$ cat src/rtl/asp_pkg.sv
package asp_pkg;
  localparam int unsigned SAMPLE_W = 32;

  typedef enum logic [1:0] {
    FMT_I2S   = 2'd0,
    FMT_LEFT  = 2'd1,
    FMT_RIGHT = 2'd2,
    FMT_DSP   = 2'd3
  } asp_fmt_e;

  function automatic logic [5:0] word_bits(input logic [1:0] code);
    case (code)
      2'd0:    return 6'd16;
      2'd1:    return 6'd20;
      2'd2:    return 6'd24;
      default: return 6'd32;
    endcase
  endfunction
endpackage

$ cat src/rtl/asp_sync.sv
module asp_sync #(
  parameter int W      = 1,
  parameter int STAGES = 2
) (
  input  logic         clk,
  input  logic         rst_n,
  input  logic [W-1:0] d,
  output logic [W-1:0] q
);
  logic [W-1:0] stg [STAGES];

  always_ff @(posedge clk or negedge rst_n) begin
    if (!rst_n) begin
      for (int i = 0; i < STAGES; i++) stg[i] <= '0;
    end else begin
      stg[0] <= d;
      for (int i = 1; i < STAGES; i++) stg[i] <= stg[i-1];
    end
  end

  assign q = stg[STAGES-1];
endmodule

$ cat src/rtl/asp_frame_track.sv
module asp_frame_track import asp_pkg::*; #(
  parameter int POS_W = 9
) (
  input  logic             clk,
  input  logic             rst_n,
  input  logic             bclk_s,
  input  logic             wclk_s,
  input  asp_fmt_e         fmt,
  output logic             rise_ev,
  output logic             fall_ev,
  output logic             frame_start,
  output logic             drive_en,
  output logic             synced,
  output logic             half_right,
  output logic [POS_W-1:0] pos,
  output logic [POS_W:0]   half_len
);
  logic             bclk_q;
  logic             have_q, have_n;
  logic             lvl_q, lvl_n;
  logic             seen_q, seen_n;
  logic             half_n, sync_n;
  logic [POS_W-1:0] pos_n;
  logic [POS_W:0]   len_n;
  logic             is_dsp, left_lvl, chg, bnd;

  always_comb begin
    rise_ev  = ~bclk_q & bclk_s;
    fall_ev  = bclk_q & ~bclk_s;
    is_dsp   = (fmt == FMT_DSP);
    left_lvl = (fmt != FMT_I2S);
    chg      = have_q & (wclk_s ^ lvl_q);
    bnd      = chg & (~is_dsp | wclk_s);
    frame_start = fall_ev & bnd & (wclk_s == left_lvl) & seen_q;

    have_n = have_q;
    lvl_n  = lvl_q;
    seen_n = seen_q;
    half_n = half_right;
    sync_n = synced;
    pos_n  = pos;
    len_n  = half_len;
    if (fall_ev) begin
      have_n = 1'b1;
      lvl_n  = wclk_s;
      if (chg) seen_n = 1'b1;
      if (bnd) begin
        pos_n  = '0;
        half_n = (wclk_s != left_lvl);
        len_n  = {1'b0, pos} + (POS_W+1)'(1);
      end else if (pos != {POS_W{1'b1}}) begin
        pos_n = pos + POS_W'(1);
      end
      if (frame_start) sync_n = 1'b1;
    end
  end

  always_ff @(posedge clk or negedge rst_n) begin
    if (!rst_n) begin
      bclk_q     <= 1'b0;
      have_q     <= 1'b0;
      lvl_q      <= 1'b0;
      seen_q     <= 1'b0;
      half_right <= 1'b0;
      synced     <= 1'b0;
      pos        <= '0;
      half_len   <= '0;
      drive_en   <= 1'b0;
    end else begin
      bclk_q     <= bclk_s;
      have_q     <= have_n;
      lvl_q      <= lvl_n;
      seen_q     <= seen_n;
      half_right <= half_n;
      synced     <= sync_n;
      pos        <= pos_n;
      half_len   <= len_n;
      drive_en   <= fall_ev;
    end
  end
endmodule

$ cat src/rtl/asp_slot_map.sv
module asp_slot_map import asp_pkg::*; #(
  parameter int POS_W = 9,
  parameter int OFF_W = 5
) (
  input  asp_fmt_e         fmt,
  input  logic [1:0]       wlen,
  input  logic [OFF_W-1:0] offset,
  input  logic [POS_W-1:0] pos,
  input  logic             half_right,
  input  logic [POS_W:0]   half_len,
  output logic             active,
  output logic             chan_right,
  output logic             first,
  output logic             last,
  output logic [4:0]       bit_sel
);
  localparam int CW = POS_W + 2;

  logic [CW-1:0] p, wl, off, hl, start, rel;

  always_comb begin
    p   = CW'(pos);
    wl  = CW'(word_bits(wlen));
    off = CW'(offset);
    hl  = CW'(half_len);
    chan_right = half_right;
    case (fmt)
      FMT_I2S:   start = CW'(1);
      FMT_LEFT:  start = off;
      FMT_RIGHT: start = (hl >= wl) ? (hl - wl) : '0;
      default: begin
        chan_right = (p >= off + wl);
        start      = chan_right ? (off + wl) : off;
      end
    endcase
    rel     = p - start;
    active  = (p >= start) && (p < start + wl);
    first   = (rel == '0);
    last    = (rel == wl - CW'(1));
    bit_sel = 5'(wl - CW'(1) - rel);
  end
endmodule

$ cat src/rtl/asp_tx_path.sv
module asp_tx_path import asp_pkg::*; (
  input  logic                clk,
  input  logic                rst_n,
  input  logic                load,
  input  logic                tx_valid,
  input  logic [SAMPLE_W-1:0] tx_left,
  input  logic [SAMPLE_W-1:0] tx_right,
  input  logic                drive_en,
  input  logic                synced,
  input  logic                active,
  input  logic                chan_right,
  input  logic [4:0]          bit_sel,
  output logic                sdout,
  output logic                underrun
);
  logic [SAMPLE_W-1:0] hold_l, hold_r, hold_l_n, hold_r_n, word;
  logic                sd_n, ur_n;

  always_comb begin
    hold_l_n = hold_l;
    hold_r_n = hold_r;
    if (load && tx_valid) begin
      hold_l_n = tx_left;
      hold_r_n = tx_right;
    end
    ur_n = load && !tx_valid;
    word = chan_right ? hold_r : hold_l;
    sd_n = drive_en ? (synced && active && word[bit_sel]) : sdout;
  end

  always_ff @(posedge clk or negedge rst_n) begin
    if (!rst_n) begin
      hold_l   <= '0;
      hold_r   <= '0;
      sdout    <= 1'b0;
      underrun <= 1'b0;
    end else begin
      hold_l   <= hold_l_n;
      hold_r   <= hold_r_n;
      sdout    <= sd_n;
      underrun <= ur_n;
    end
  end
endmodule

$ cat src/rtl/asp_rx_path.sv
module asp_rx_path import asp_pkg::*; (
  input  logic                clk,
  input  logic                rst_n,
  input  logic                rise_ev,
  input  logic                synced,
  input  logic                active,
  input  logic                chan_right,
  input  logic                first,
  input  logic                last,
  input  logic                sdin_s,
  output logic [SAMPLE_W-1:0] rx_left,
  output logic [SAMPLE_W-1:0] rx_right,
  output logic                rx_valid
);
  logic [SAMPLE_W-1:0] sh, sh_n, lhold, lhold_n, rl_n, rr_n, shifted;
  logic                vld_n;

  always_comb begin
    shifted = first ? {{(SAMPLE_W-1){1'b0}}, sdin_s} : {sh[SAMPLE_W-2:0], sdin_s};
    sh_n    = sh;
    lhold_n = lhold;
    rl_n    = rx_left;
    rr_n    = rx_right;
    vld_n   = 1'b0;
    if (rise_ev && synced && active) begin
      sh_n = shifted;
      if (last) begin
        if (chan_right) begin
          rl_n  = lhold;
          rr_n  = shifted;
          vld_n = 1'b1;
        end else begin
          lhold_n = shifted;
        end
      end
    end
  end

  always_ff @(posedge clk or negedge rst_n) begin
    if (!rst_n) begin
      sh       <= '0;
      lhold    <= '0;
      rx_left  <= '0;
      rx_right <= '0;
      rx_valid <= 1'b0;
    end else begin
      sh       <= sh_n;
      lhold    <= lhold_n;
      rx_left  <= rl_n;
      rx_right <= rr_n;
      rx_valid <= vld_n;
    end
  end
endmodule

$ cat src/rtl/audio_serial_port.sv
module audio_serial_port import asp_pkg::*; #(
  parameter int POS_W       = 9,
  parameter int OFF_W       = 5,
  parameter int SYNC_STAGES = 2
) (
  input  logic                clk,
  input  logic                rst_n,
  input  logic [1:0]          cfg_fmt,
  input  logic [1:0]          cfg_wlen,
  input  logic [OFF_W-1:0]    cfg_offset,
  input  logic                bclk,
  input  logic                wclk,
  input  logic                sdin,
  output logic                sdout,
  input  logic [SAMPLE_W-1:0] tx_left,
  input  logic [SAMPLE_W-1:0] tx_right,
  input  logic                tx_valid,
  output logic                tx_ready,
  output logic                tx_underrun,
  output logic [SAMPLE_W-1:0] rx_left,
  output logic [SAMPLE_W-1:0] rx_right,
  output logic                rx_valid
);
  logic             rst_int_n;
  logic [2:0]       pins_s;
  logic             rise_ev, fall_ev, frame_start, drive_en, synced, half_right;
  logic [POS_W-1:0] pos;
  logic [POS_W:0]   half_len;
  logic             active, chan_right, first, last;
  logic [4:0]       bit_sel;
  asp_fmt_e         fmt;

  assign fmt = asp_fmt_e'(cfg_fmt);

  asp_sync #(.W(1), .STAGES(2)) u_rst_sync (
    .clk(clk), .rst_n(rst_n), .d(1'b1), .q(rst_int_n)
  );

  asp_sync #(.W(3), .STAGES(SYNC_STAGES)) u_pin_sync (
    .clk(clk), .rst_n(rst_int_n), .d({bclk, wclk, sdin}), .q(pins_s)
  );

  asp_frame_track #(.POS_W(POS_W)) u_track (
    .clk(clk), .rst_n(rst_int_n), .bclk_s(pins_s[2]), .wclk_s(pins_s[1]),
    .fmt(fmt), .rise_ev(rise_ev), .fall_ev(fall_ev),
    .frame_start(frame_start), .drive_en(drive_en), .synced(synced),
    .half_right(half_right), .pos(pos), .half_len(half_len)
  );

  asp_slot_map #(.POS_W(POS_W), .OFF_W(OFF_W)) u_slot (
    .fmt(fmt), .wlen(cfg_wlen), .offset(cfg_offset), .pos(pos),
    .half_right(half_right), .half_len(half_len), .active(active),
    .chan_right(chan_right), .first(first), .last(last), .bit_sel(bit_sel)
  );

  asp_tx_path u_tx (
    .clk(clk), .rst_n(rst_int_n), .load(frame_start), .tx_valid(tx_valid),
    .tx_left(tx_left), .tx_right(tx_right), .drive_en(drive_en),
    .synced(synced), .active(active), .chan_right(chan_right),
    .bit_sel(bit_sel), .sdout(sdout), .underrun(tx_underrun)
  );

  asp_rx_path u_rx (
    .clk(clk), .rst_n(rst_int_n), .rise_ev(rise_ev), .synced(synced),
    .active(active), .chan_right(chan_right), .first(first), .last(last),
    .sdin_s(pins_s[0]), .rx_left(rx_left), .rx_right(rx_right),
    .rx_valid(rx_valid)
  );

  assign tx_ready = frame_start;
endmodule

$ cat config.mk
export PLATFORM = sky130hd
export DESIGN_NAME = audio_serial_port
export DESIGN_NICKNAME = d
export VERILOG_FILES = /design/src/rtl/asp_pkg.sv /design/src/rtl/asp_sync.sv /design/src/rtl/asp_frame_track.sv /design/src/rtl/asp_slot_map.sv /design/src/rtl/asp_tx_path.sv /design/src/rtl/asp_rx_path.sv /design/src/rtl/audio_serial_port.sv
export SDC_FILE = /design/constraint.sdc
export NUM_CORES = 1
export LEC_CHECK = 0
export BUFFER_PORTS_ARGS = -buffer_cell sky130_fd_sc_hd__buf_2
export CORE_ASPECT_RATIO = 1.2
export CORE_MARGIN = 5
export CORE_UTILIZATION = 63
export DETAILED_ROUTE_END_ITERATION = 16
export HOLD_SLACK_MARGIN = 0.15
export PLACE_DENSITY = 0.94
export SLEW_MARGIN = 20
export SYNTH_ARGS = -nofsm -noshare
export SYNTH_HDL_FRONTEND = slang
export SYNTH_SLANG_ARGS = --single-unit
$ cat constraint.sdc
create_clock -name clk -period 11.2 [get_ports clk]
set_clock_uncertainty 0.2 [all_clocks]
set_input_delay 0.56 -clock clk [delete_from_list [all_inputs] [get_ports clk]]
set_output_delay 0.56 -clock clk [all_outputs]
set_load 0.02 [all_outputs]
==> reports/metrics.csv, run 1 <==
metric,value,unit
num rows,53,
HP Class,flop to flop,
"Arr. time, crit path",7.52,ns
routability congestion estimate,0.9552,
nets,1214,
DRC Markers,0,
drt total wl,33360,um
Post-synth EDFFs,0,
CORE AREA,17370,um^2
Max Cap Viol,0,
Power Density,196.5,nW/um^2
vias in the first global route,9194,
asr flop ratio synth,1.000,
status,"complete, no violations",
"Hold Vio Cnt, Final",0,
Die Height,155.0,um
vias,8668,
clk slew on worst S/H paths,0.06,ns
global-route wire length before repair,52320,um
Synth top cells by count,"dfrtp_1 (228), mux2_2 (70), a22o_1 (66), mux2_4 (60), nand2_1 (53)",
"most used cell, CP",ha_1,
area share of the largest cell type after synthesis,0.5170,
vias per inst,6.527,
Post-DRT Antenna Nets,0,
Synth-to-Final Area Change,23.10,%
Die Width,130.8,um
initial antenna violation count,4,
fmax,136.5,MHz
filler cell count,927,
Pre-Repair DR Iteration Count,6,
Yosys cell types,64,
RSZ-0062 raised after global routing,no,
Post-Route Setup TNS,0,ns
grt ovf,0,
critical path peak fanout,64,
Initial Utilization,0.6352,
total CTS buffers,23,
synthesized net count,1001,
Max VDD drop,0.1786,mV
clk buf depth,3,
Most used DFF post-synth,dfrtp_1,
"Core Util, Final",0.7819,
Avg WL per Cell,25.12,um
Worst-Skew Late Latency,0.53,ns
IO Count,147,
initial DRC count,1026,
CTS H-tree lvls,1,
post-synthesis cell count,875,
fin crit share,0.6541,
mapped cell area,11040,um^2
slew at the pin closest to its max-slew limit,1.115,ns
Seq cells post-synth,228,
"Req. time, crit path",11.40,ns
DPL Wire Length,18010,um
Startpoint Class,input pin,
CP max stage cell,buf_6,
Resized Gates After CTS,0,
critical path class,input pin to flop,
Worst Setup End Kind,flop,
total track usage,0.3321,
CTS Sinks,228,
CTS tree,yes,
Die ar.,20280,um^2
"count leader, synth",dfrtp_1,
main area contributors after synthesis,"dfrtp_1 (52%), mux2_4 (8.2%), mux2_2 (7.1%)",
port bufs,146,
largest net degree at the start of global routing,80,
Leak,6.922,nW
min cycle time layout,7.326,ns
Yosys warnings,0,
Slew HR,0.2507,
register area share after synthesis,0.5170,
Worst path max stage delay,0.63,ns
syn avg cell area,12.61,um^2
CTS root buf,clkbuf_16,
fraction of layout cells with a size suffix above 1,0.3167,
largest area contributor in the netlist,dfrtp_1,
"Slew Viols, Final",0,
Final setup viols,0,
logic make-up (layout without fill, tap and decap cells):
logic type      count (synthesis)  in the layout  synth area share
simple gates                  177            177           0.07914
xor+xnor                       28             28           0.02222
compound gates                175            175            0.1172
buf+inv                        70            300           0.03061
fa+ha+maj                      47             47           0.05465
flops                         228            228            0.5170
other cells                     1              4         0.0003398
mux                           149            149            0.1788
through the flow:
step / std cells / setup slack, ns / hold slack [ns] / total power, W / area (um^2)
after floorplan: 875 / 4.176 / 0.06441 / 0.001454 / 11040
after global placement: 1210 / 3.505 / 0.1211 / 0.001585 / 11910
after detailed placement: 1210 / 3.328 / 0.1220 / 0.001621 / 11920
after CTS: 1325 / 3.809 / 0.1580 / 0.002553 / 13570
after global routing: 1327 / 3.444 / 0.1696 / 0.002752 / 13580
final: 1328 / 3.874 / 0.1620 / 0.002669 / 13580
registers in the layout, indices dropped and copies added (netlist names), 3 cells and up:
register	cells
u_rx.lhold	32
u_rx.rx_left	32
u_rx.rx_right	32
u_tx.hold_l	32
u_tx.hold_r	32
u_rx.sh	31
u_track.half_len	10
u_track.pos	9
u_pin_sync.q	3
u_pin_sync.stg	3
layer usage:
metal	part of all wire	wire [um]	GRT usage
met5	0.00039	13	0
met4	0.075	2504	0.1916
met3	0.084	2805	0.07005
met2	0.50	16570	0.5563
met1	0.34	11470	0.3917
layout make-up:
class / count / area, um^2 / area share
timing repair buffer: 229 / 1560 / 0.1149
clock inverter: 11 / 229.0 / 0.01686
tap: 220 / 275.3 / 0.02026
sequential: 228 / 5709 / 0.4203
multi-input combinational: 577 / 5019 / 0.3694
clock buffer: 31 / 675.6 / 0.04974
inverter: 29 / 108.9 / 0.008013
antenna: 3 / 7.507 / 0.0005526
power breakdown:
part / switching, W / internal (W)
registers: 0.000104 / 0.000927
logic: 0.000413 / 0.000308
clock network: 0.000351 / 0.000566
total: 0.000868 / 0.00180
worst max-delay path, delay by kind of cell:
family          cells  cell delay, ns
mux                 1            0.40
buf+inv             4            1.24
xor+xnor            3            0.53
simple gates        7            1.28
fa+ha+maj           6            1.83
compound gates      9            1.61
cell usage in the layout, fill, tap and decap left out, types with 19 or more instances in the layout:
| cell type | count |
|---|---|
| a21oi_1 | 19 |
| a22o_1 | 66 |
| buf_2 | 146 |
| clkbuf_16 | 23 |
| dfrtp_1 | 227 |
| dlygate4sd3_1 | 71 |
| ha_1 | 45 |
| inv_1 | 29 |
| mux2_2 | 70 |
| mux2_4 | 60 |
| nand2_1 | 52 |
| nor2_1 | 40 |
| o21ai_0 | 29 |
path summary, 6_finish.rpt:
| kind | start | end | slack [ns] | depth (start not counted) |
|---|---|---|---|---|
| min in group asynchronous | u_rst_sync.q | u_tx.hold_r[2] | 0.19 | 2 |
| setup / recovery | cfg_wlen[0] | u_rx.rx_left[1] | 3.87 | 30 |
| hold / removal | u_pin_sync.stg[3] | u_pin_sync.q[0] | 0.16 | 0 |
| hold reg to reg | u_pin_sync.stg[3] | u_pin_sync.q[0] | 0.16 | 0 |
| setup reg to reg | u_track.pos[0] | u_rx.rx_left[1] | 4.72 | 25 |
| max in group asynchronous | u_rst_sync.q | u_rx.rx_left[4] | 9.03 | 2 |
what timing repair did:
action                                 in CTS  in global routing
endpoints found under the hold margin     101                  0
hold buffers                               73                  0
setup buffers                               0                  0
Note: power is estimated with default switching activity, not from simulation.
==> inputs of run 2 (changes only) <==
--- a/config.mk
+++ b/config.mk
@@ -8,10 +8,10 @@
 export BUFFER_PORTS_ARGS = -buffer_cell sky130_fd_sc_hd__buf_2
 export CORE_ASPECT_RATIO = 1.2
 export CORE_MARGIN = 5
-export CORE_UTILIZATION = 63
+export CORE_UTILIZATION = 52
 export DETAILED_ROUTE_END_ITERATION = 16
 export HOLD_SLACK_MARGIN = 0.15
-export PLACE_DENSITY = 0.94
+export PLACE_DENSITY = 0.84
 export SLEW_MARGIN = 20
 export SYNTH_ARGS = -nofsm -noshare
 export SYNTH_HDL_FRONTEND = slang
==> constraint.sdc (replaced) <==
create_clock -name clk -period 6.4 [get_ports clk]
set_clock_uncertainty 0.2 [all_clocks]
set_input_delay 0.32 -clock clk [delete_from_list [all_inputs] [get_ports clk]]
set_output_delay 0.32 -clock clk [all_outputs]
set_load 0.02 [all_outputs]
==> run 2 against run 1 <==
Non-clock buffer count increased by 36. Worst setup slack lost 3.4 ns. First-iteration DRC count down 58%. Sequential cell count stayed put. Combinational power up 65%. Die area rose by 20%. Global-route usage shrank 8.4 points. Highest routed layer is now met4. Critical endpoint is now u_rx.rx_left[31]. Via count decreased by 5.7%. Total power rose by 70%. Critical path depth rose by 1. Clock power is 70% higher. Core utilization is 11 points lower.
==> reports/metrics.csv, run 2 (synthesis gave the netlist of run 1 again) <==
metric,value,unit,change
"Slew Viols, Final",0,,unchanged
num rows,58,,+9.4%
CORE AREA,20900,um^2,+20%
Worst-Skew Late Latency,0.52,ns,about the same
Cell Count Post-Placement,1298,,+7.3%
fmax,168.0,MHz,
FF-to-FF End,u_rx.rx_left[31],,
Max Cap Viol,0,,unchanged
"Arr. time, crit path",6.15,ns,-1.37 ns
filler cell count,1434,,+55%
Post-DRT Antenna Nets,0,,unchanged
port bufs,146,,unchanged
filler-free cell count of the finished design,1417,,+6.7%
DPL Wire Length,18760,um,+4.2%
met1 Usage GRT,0.3031,,-0.08855
CTS root buf,clkbuf_16,,
Pre-Repair DR Iteration Count,5,,-1
"commonest non-fill, non-tap cell in the layout",dfrtp_1,,
met3 Use GR,0.03946,,-0.03060
clk buf depth,3,,unchanged
CTS tree,yes,,
vias,8174,,-5.7%
grt ovf,0,,unchanged
"Core Util, Final",0.6689,,-0.1130
critical path peak fanout,21,,-67%
Post-Route Setup TNS,0,ns,unchanged
initial antenna violation count,4,,unchanged
largest net degree at the start of global routing,83,,+3.8%
total CTS buffers,24,,+4.3%
Avg WL per Cell,20.95,um,-17%
total track usage,0.2480,,-0.08406
CTS H-tree lvls,1,,unchanged
Die ar.,24250,um^2,+20%
nets,1251,,+3.0%
GR Layer Usage met2,0.4350,,-0.1213
Slew HR,0.3263,,+0.07559
Worst R2R Setup Slack,0.81,ns,-3.91 ns
Worst path max stage delay,0.43,ns,-0.20 ns
initial DRC count,427,,-58%
vias in the first global route,8870,,-3.5%
fin crit share,0.9300,,
RSZ-0062 raised after global routing,no,,
Placed Area,12340,um^2,+3.6%
clk slew on worst S/H paths,0.07,ns,about the same
global route hottest layer,met2,,
HP Class,flop to flop,,
Power Density,323.8,nW/um^2,+65%
critical path class,input pin to flop,,
global-route wire length before repair,47890,um,-8.5%
DRC Markers,0,,unchanged
Hold Crit Depth,0,,unchanged
CTS Sinks,228,,unchanged
Worst Hold Launch,u_pin_sync.stg[4],,
"commonest cells after routing, fill and taps aside","dfrtp_1 (227), buf_2 (146), mux2_2 (70), dlygate4sd3_1 (70), a22o_1 (66)",,
"Hold Vio Cnt, Final",0,,unchanged
design area,13980,um^2,+2.9%
fraction of layout cells with a size suffix above 1,0.3421,,+0.02534
"most used cell, CP",ha_1,,
Die Height,169.6,um,+9.4%
Final setup viols,0,,unchanged
Die Width,143.0,um,+9.3%
pre-CTS setup slack,-0.2482,ns,-3.576 ns
CP max stage cell,or3_4,,
IO Count,147,,unchanged
hold endpoint,u_pin_sync.q[1],,
r2r startpoint,u_track.pos[0],,
drt total wl,29680,um,-11%
Worst Setup End Kind,flop,,
Startpoint Class,input pin,,
Max VDD drop,0.2935,mV,+64%
min cycle time layout,5.952,ns,
vias per inst,5.769,,-12%
"Req. time, crit path",6.60,ns,-4.80 ns
routability congestion estimate,0.9015,,-5.6%
worst setup path start,cfg_wlen[1],,
R2R depth,23,,-8.0%
slew at the pin closest to its max-slew limit,1.009,ns,-0.1062 ns
setup slack after layout,0.4479,ns,-3.426 ns
status,"complete, no violations",,
Initial Utilization,0.5280,,-0.1072
Leak,7.107,nW,+2.7%
Synth-to-Final Area Change,26.68,%,
==> run 2: worst max-delay path by stage <==
stage	end	slack, ns	cells after the start
3_5_place_dp	u_rx.rx_left[23]	-0.25	32
3_3_place_gp	u_rx.rx_left[22]	-0.1	30
6_report	u_rx.rx_left[31]	0.45	31
2_1_floorplan	u_rx.rx_left[10]	0.03	32
4_1_cts	u_rx.rx_left[1]	0.26	32
5_1_grt	u_rx.rx_right[31]	0.005	32
==> run 2: routing by layer <==
metal,part of all wire,vias to the layer above
li1,-,3700
met1,0.38,4040
met2,0.51,341
met3,0.059,93
met4,0.045,0
met5,0,-
==> run 2: layout make-up <==
type	instances	area (um^2)	area share
clock buffer	34	709.4	0.05075
antenna	4	10.01	0.0007160
inverter	29	108.9	0.007787
multi-input combinational	577	5041	0.3606
timing repair buffer	265	1878	0.1343
tap	270	337.8	0.02417
sequential	228	5709	0.4084
clock inverter	10	185.2	0.01325
==> run 2: through the flow <==
stage                     total power, W  hold slack, ns
after floorplan                 0.002543         -0.1756
after CTS                       0.004476          0.1533
after global routing            0.004734          0.1637
final                           0.004526          0.1575
after global placement          0.002840        -0.09537
after detailed placement        0.002880        -0.08972
==> run 2: report_power, final <==
| part | internal, W | total (W) | switching, W |
|---|---|---|---|
| Sequential | 0.00162 | 0.00177 | 0.000151 |
| Combinational | 0.000578 | 0.00119 | 0.000614 |
| Clock | 0.000975 | 0.00156 | 0.000585 |
==> run 2: what timing repair did <==
| item | in CTS | in global routing |
|---|---|---|
| gates resized for setup | 0 | 5 |
| hold endpoints to repair | 70 | 0 |
| setup buffers | 0 | 1 |
| hold buffers | 70 | 0 |
| endpoints found under the setup margin | 0 | 127 |
==> run 2: critical path, delay by kind of cell <==
family / cells / cell delay, ns
AO/OA/AOI/OAI: 11 / 1.73
XOR/XNOR: 2 / 0.28
AND/OR/NAND/NOR: 8 / 1.77
buffers and inverters: 4 / 0.44
multiplexers: 1 / 0.32
adder cells (fa/ha/maj): 5 / 1.26
